==> src/rtl/rns_dwt_channel.sv <==
module rns_dwt_channel #(
  parameter int M = 127,
  parameter int W = $clog2(M),
  parameter int HC [6] = '{43, 103, 59, -17, -11, 5}
) (
  input  logic         clk,
  input  logic         rst,
  input  logic [W-1:0] in_res,
  output logic [W-1:0] approx_res,
  output logic         approx_valid,
  output logic [W-1:0] detail_res,
  output logic         detail_valid
);
  localparam int T  = 6;
  localparam int L1 = T / 2;
  localparam logic [W-1:0] MTOP = W'(M - 1);
  localparam logic [W:0]   MW   = (W+1)'(M);

  function automatic int to_res(input int c);
    int r;
    r = c % M;
    if (r < 0) r = r + M;
    return r;
  endfunction

  // mirrored high-pass coefficient: g[k] = (-1)^k * h[T-1-k]
  function automatic int hp_coef(input int k);
    return (k % 2 == 1) ? -HC[T-1-k] : HC[T-1-k];
  endfunction

  function automatic logic [W-1:0] mul_mod(input int x, input int c);
    return W'((x * to_res(c)) % M);
  endfunction

  function automatic logic [W-1:0] add_mod(input logic [W-1:0] a, input logic [W-1:0] b);
    logic [W:0] s;
    s = {1'b0, a} + {1'b0, b};
    if (s >= MW) s = s - MW;
    return s[W-1:0];
  endfunction

  // tap delay line and sample parity
  logic [W-1:0] xd [T];
  logic         xv, xpar;

  always_ff @(posedge clk) begin
    if (rst) begin
      for (int k = 0; k < T; k++) xd[k] <= '0;
      xv   <= 1'b0;
      xpar <= 1'b0;
    end else begin
      xd[0] <= in_res;
      for (int k = 1; k < T; k++) xd[k] <= xd[k-1];
      xv   <= 1'b1;
      xpar <= xv ? ~xpar : 1'b0;
    end
  end

  // shared lookup multipliers, one per tap, low/high table picked by parity
  logic [W-1:0] prod [T];
  logic         pv, ppar;

  always_ff @(posedge clk) begin
    if (rst) begin
      pv   <= 1'b0;
      ppar <= 1'b0;
    end else begin
      pv   <= xv;
      ppar <= xpar;
    end
  end

  for (genvar k = 0; k < T; k++) begin : g_tap
    logic [W-1:0] lo_tab [M];
    logic [W-1:0] hi_tab [M];
    logic [W-1:0] prod_q;

    for (genvar i = 0; i < M; i++) begin : g_ent
      assign lo_tab[i] = mul_mod(i, HC[k]);
      assign hi_tab[i] = mul_mod(i, hp_coef(k));
    end

    always_ff @(posedge clk) begin
      if (rst) prod_q <= '0;
      else     prod_q <= xpar ? hi_tab[xd[k]] : lo_tab[xd[k]];
    end

    assign prod[k] = prod_q;

    a_r6_prod_range: assert property (@(posedge clk) disable iff (rst) prod_q <= MTOP);
  end

  // two half-rate adder trees, band 0 on even phase, band 1 on odd phase
  logic [W-1:0] band_res [2];
  logic         band_vld [2];

  for (genvar b = 0; b < 2; b++) begin : g_band
    logic         en;
    logic [W-1:0] l1 [L1];
    logic [W-1:0] l2a, l2b, res_q;
    logic         v1, v2, vo;

    assign en = pv && (ppar == 1'(b));

    always_ff @(posedge clk) begin
      if (rst) begin
        for (int j = 0; j < L1; j++) l1[j] <= '0;
        l2a   <= '0;
        l2b   <= '0;
        res_q <= '0;
        v1    <= 1'b0;
        v2    <= 1'b0;
        vo    <= 1'b0;
      end else begin
        vo <= 1'b0;
        if (en) begin
          for (int j = 0; j < L1; j++) l1[j] <= add_mod(prod[2*j], prod[2*j+1]);
          l2a   <= add_mod(l1[0], l1[1]);
          l2b   <= l1[2];
          res_q <= add_mod(l2a, l2b);
          v1    <= 1'b1;
          v2    <= v1;
          vo    <= v2;
        end
      end
    end

    assign band_res[b] = res_q;
    assign band_vld[b] = vo;

    a_r6_tree_range: assert property (@(posedge clk) disable iff (rst)
      (l1[0] <= MTOP) && (l1[1] <= MTOP) && (l1[2] <= MTOP) && (l2a <= MTOP));
  end

  assign approx_res   = band_res[0];
  assign approx_valid = band_vld[0];
  assign detail_res   = band_res[1];
  assign detail_valid = band_vld[1];

  a_r1_reset_quiet: assert property (@(posedge clk)
    rst |=> (!approx_valid && !detail_valid && approx_res == '0 && detail_res == '0));
  a_r6_approx_range: assert property (@(posedge clk) disable iff (rst) approx_res <= MTOP);
  a_r6_detail_range: assert property (@(posedge clk) disable iff (rst) detail_res <= MTOP);
  a_r5_exclusive: assert property (@(posedge clk) disable iff (rst) !(approx_valid && detail_valid));
  a_r5_approx_pulse: assert property (@(posedge clk) disable iff (rst) approx_valid |=> !approx_valid);
  a_r5_detail_pulse: assert property (@(posedge clk) disable iff (rst) detail_valid |=> !detail_valid);
  a_r5_offset: assert property (@(posedge clk) disable iff (rst) approx_valid |=> detail_valid);
endmodule

==> config.mk <==
export PLATFORM = sky130hd
export DESIGN_NAME = rns_dwt_channel
export DESIGN_NICKNAME = d
export VERILOG_FILES = /design/src/rtl/rns_dwt_channel.sv
export SDC_FILE = /design/constraint.sdc
export NUM_CORES = 1
export LEC_CHECK = 0
export BUFFER_PORTS_ARGS = -buffer_cell sky130_fd_sc_hd__buf_4
export CAP_MARGIN = 20
export CORE_AREA = 8 8 192 267
export DETAILED_ROUTE_END_ITERATION = 10
export DIE_AREA = 0 0 200 275
export PLACE_DENSITY = 0.63
export SETUP_SLACK_MARGIN = 0.15
export SLEW_MARGIN = 10
export SYNTH_ARGS = -nofsm -noshare
export SYNTH_HDL_FRONTEND = slang
export SYNTH_SLANG_ARGS = --single-unit
==> constraint.sdc <==
create_clock -name clk -period 3.1 [get_ports clk]
set_input_delay 0.93 -clock clk [delete_from_list [all_inputs] [get_ports clk]]
set_output_delay 0.93 -clock clk [all_outputs]
set_load 0.01 [all_outputs]
==> impl_metrics.env <==
export IMPL_status="finished clean"
export IMPL_num_io_pins=25
export IMPL_antenna_cells=0
export IMPL_antenna_found_initial=0
export IMPL_netlist_area_leader_share_pct=13.0
export IMPL_netlist_area_um2=21000
export IMPL_tightest_slew_ns=0.834
export IMPL_synthArstFlopShare_pct=0
export IMPL_placed_area_um2=21900
export IMPL_clockPowerShare_pct=32.2
export IMPL_drv_slew=0
export IMPL_power_frac_comb_pct=28.6
export IMPL_die_area_um2=55000
export IMPL_crit_type="flip-flop to flip-flop"
export IMPL_nFillCells=4647
export IMPL_holdWs_ns=0.449
export IMPL_p_sw_uw=2270
export IMPL_synth_top_cell_by_area="dfxtp_1"
export IMPL_first_global_vias=21100
export IMPL_synth_area_per_cell_um2=7.21
export IMPL_synthFlopType="dfxtp_1"
export IMPL_dieHeight_um=275
export IMPL_routabilityCongestion=0.945
export IMPL_clk_latency_ns=0.46
export IMPL_design_area_um2=22700
export IMPL_grt_use_total_pct=23.8
export IMPL_synth_edf_count=42
export IMPL_final_hold_viol_count=0
export IMPL_dp_hpwl_um=47500
export IMPL_start_util_pct=44.2
export IMPL_cts_root_buffer="clkbuf_16"
export IMPL_synth_fp_nets=3035
export IMPL_rsz0062_at_grt="yes"
export IMPL_cts_tree="done"
export IMPL_die_x_um=200
export IMPL_required_ns=3.30
export IMPL_numCtsBuffers=17
export IMPL_p_int_uw=4310
export IMPL_p_leak_uw=0.00832
export IMPL_htreeDepth=4
export IMPL_routedWlPerCell_um=19.4
export IMPL_cts_clk_slew_worst_paths_ns=0.07
export IMPL_fin_cells=3452
export IMPL_drv_cap=0
export IMPL_grt_max_degree=75
export IMPL_drive_gt1_share_pct=11.7
export IMPL_hold_buffers=0
export IMPL_cp_data_arrival_time_ns=3.06
export IMPL_fin_crit_ns=2.86
export IMPL_peakVddDrop_v=0.000328
export IMPL_post_route_util_pct=47.9
export IMPL_rows=95
export IMPL_area_delta_synth_final_pct=8.25
export IMPL_dr_pass1_iters=6
export IMPL_drt_iter0_drc=2765
export IMPL_powerDensity_nw_per_um2=290
export IMPL_finClkSkew_ns=0.0148
export IMPL_drc=0
export IMPL_worstPathMaxFanout=5
export IMPL_hold_class="flip-flop to flip-flop"
export IMPL_core_um2=47400
export IMPL_synth_warnings=0
export IMPL_period_share_pct=92.1
export IMPL_setup_worst_path_end_class="flip-flop"
export IMPL_dp_cells=3413
export IMPL_cts_sinks=178
export IMPL_syn_inst=2909
export IMPL_power_frac_seq_pct=39.2
export IMPL_synth_seq_cells=178
export IMPL_ys_top_cells_by_area="dfxtp_1, ha_1, a21oi_1, edfxtp_1, o21ai_0"
export IMPL_grt_ovfl_total=0
export IMPL_setup_violations=0
export IMPL_p_sw_share_pct=34.5
export IMPL_synth_distinct_cells=94
export IMPL_wl_um=67100
export IMPL_fin_nets=2935
export IMPL_grt_pass1_wl_um=109000
export IMPL_drtAntennaViolNets=0
export IMPL_port_buffers=24
export IMPL_fmax_mhz=350
export IMPL_via_per_inst=6.49
export IMPL_clk_path_buf_depth=2
export IMPL_vias=22400
export IMPL_cp_start_kind="flip-flop"
export IMPL_relSlewSlack_pct=44.3
export IMPL_yosysSeqAreaShare_pct=19.0
export IMPL_setup_tns_final_ns=0
-- registers in the layout, indices dropped and copies added, names as in the netlist, 2 cells and up --
name / count
approx_res: 7
detail_res: 7
g_band.l1: 42
g_band.l2a: 14
g_band.l2b: 14
g_band.v1: 2
g_band.v2: 2
g_tap.prod_q: 42
xd: 42
-- critical path: stages, from the launching register on --
cell and delay, ns:
dfxtp_1 0.40, ha_1 0.29, and2_1 0.19, a221oi_1 0.52, a21oi_1 0.16, nand4bb_2 0.36, a2111oi_4 0.43, xnor2_2 0.19
nor2_1 0.07
-- synth_stat cells, drive strengths merged, types with 63 or more instances --
cell type and count:
nor2 291, nand2 283, a21oi 260, o21ai 259, clkbuf 206, dfxtp 136
ha 110, a211oi 88, buf 80, inv 79, nor3 73, nand3 68
o211ai 63
-- through the flow --
stage,setup slack [ns],power (uW)
after floorplan,0.344,3950
after CTS,0.158,6560
final,0.245,6580
after global routing,0.0788,6900
after detailed placement,0.118,4440
after global placement,0.155,4410
-- what timing repair did --
action | 4_1_cts | 5_1_grt
setup buffers | 1 | 6
setup endpoints to repair | 11 | 42
resized for setup | 2 | 33
pin swaps | 2 | 18
-- kinds of logic after synthesis --
| logic type | after synthesis | synth area share [%] |
|---|---|---|
| AOI/OAI and AO/OA | 1103 | 35.0 |
| and+or+nand+nor | 947 | 21.1 |
| buffers and inverters | 376 | 6.95 |
| DFF | 178 | 19.0 |
| adders and majority gates | 119 | 7.33 |
| muxes | 116 | 7.69 |
| xor gates and xnor gates | 70 | 2.92 |
-- worst paths after layout --
check	startpoint	end	slack [ns]	depth (start not counted)
setup / recovery	g_tap[5].prod_q[3]$_SDFF_PP0_	g_band[1].l1[2][4]$_SDFFCE_PN0P_	0.24	8
hold / removal	g_band[1].v2$_SDFFE_PP0P_	g_band[1].v2$_SDFFE_PP0P_	0.45	2
setup reg to reg	g_tap[5].prod_q[3]$_SDFF_PP0_	g_band[1].l1[2][4]$_SDFFCE_PN0P_	0.24	8
hold reg to reg	g_band[1].v2$_SDFFE_PP0P_	g_band[1].v2$_SDFFE_PP0P_	0.45	2
-- power groups by stage --
stage / registers, uW / clock network, uW / logic [uW]
after detailed placement: 2630 / 0 / 1810
after global placement: 2630 / 0 / 1780
after floorplan: 2580 / 0 / 1370
final: 2580 / 2120 / 1880
after CTS: 2580 / 2160 / 1820
after global routing: 2590 / 2250 / 2060
-- metal layers --
layer / GRT usage (%) / part of all wire [%] / routed length [um] / up-vias
li1: - / - / - / 10600
met1: 29.2 / 41 / 27300 / 10600
met2: 40.6 / 49 / 33000 / 944
met3: 2.56 / 5.6 / 3750 / 214
met4: 11.9 / 4.5 / 3050 / 0
met5: 0 / 0 / 0 / -
-- area by class of cell --
type / count / area (um^2) / share of cell area [%]
Clock buffer: 19 / 443 / 1.95
Clock inverter: 13 / 114 / 0.502
Inverter: 90 / 338 / 1.49
Multi-Input combinational cell: 2355 / 15700 / 69.3
Sequential cell: 178 / 4000 / 17.6
Tap cell: 630 / 788 / 3.47
Timing Repair Buffer: 167 / 1290 / 5.69
-- cell usage in the layout, fill, tap and decap left out, types with 38 or more instances in the layout --
cell / netlist / routed
dfxtp_1: 136 / 122
a211oi_1: 84 / 81
nand2b_1: 59 / 58
a21oi_1: 260 / 256
o21ai_0: 249 / 249
nand2_1: 283 / 283
mux2i_1: 61 / 61
edfxtp_1: 42 / 42
a31oi_1: 43 / 42
nor3_1: 73 / 73
o22ai_1: 38 / 38
nor2b_1: 53 / 53
ha_1: 110 / 107
nand3_1: 68 / 68
inv_1: 77 / 76
nor2_1: 291 / 291
o211ai_1: 63 / 63
buf_4: 1 / 164
No activity file was read; power rests on OpenSTA's default activity.
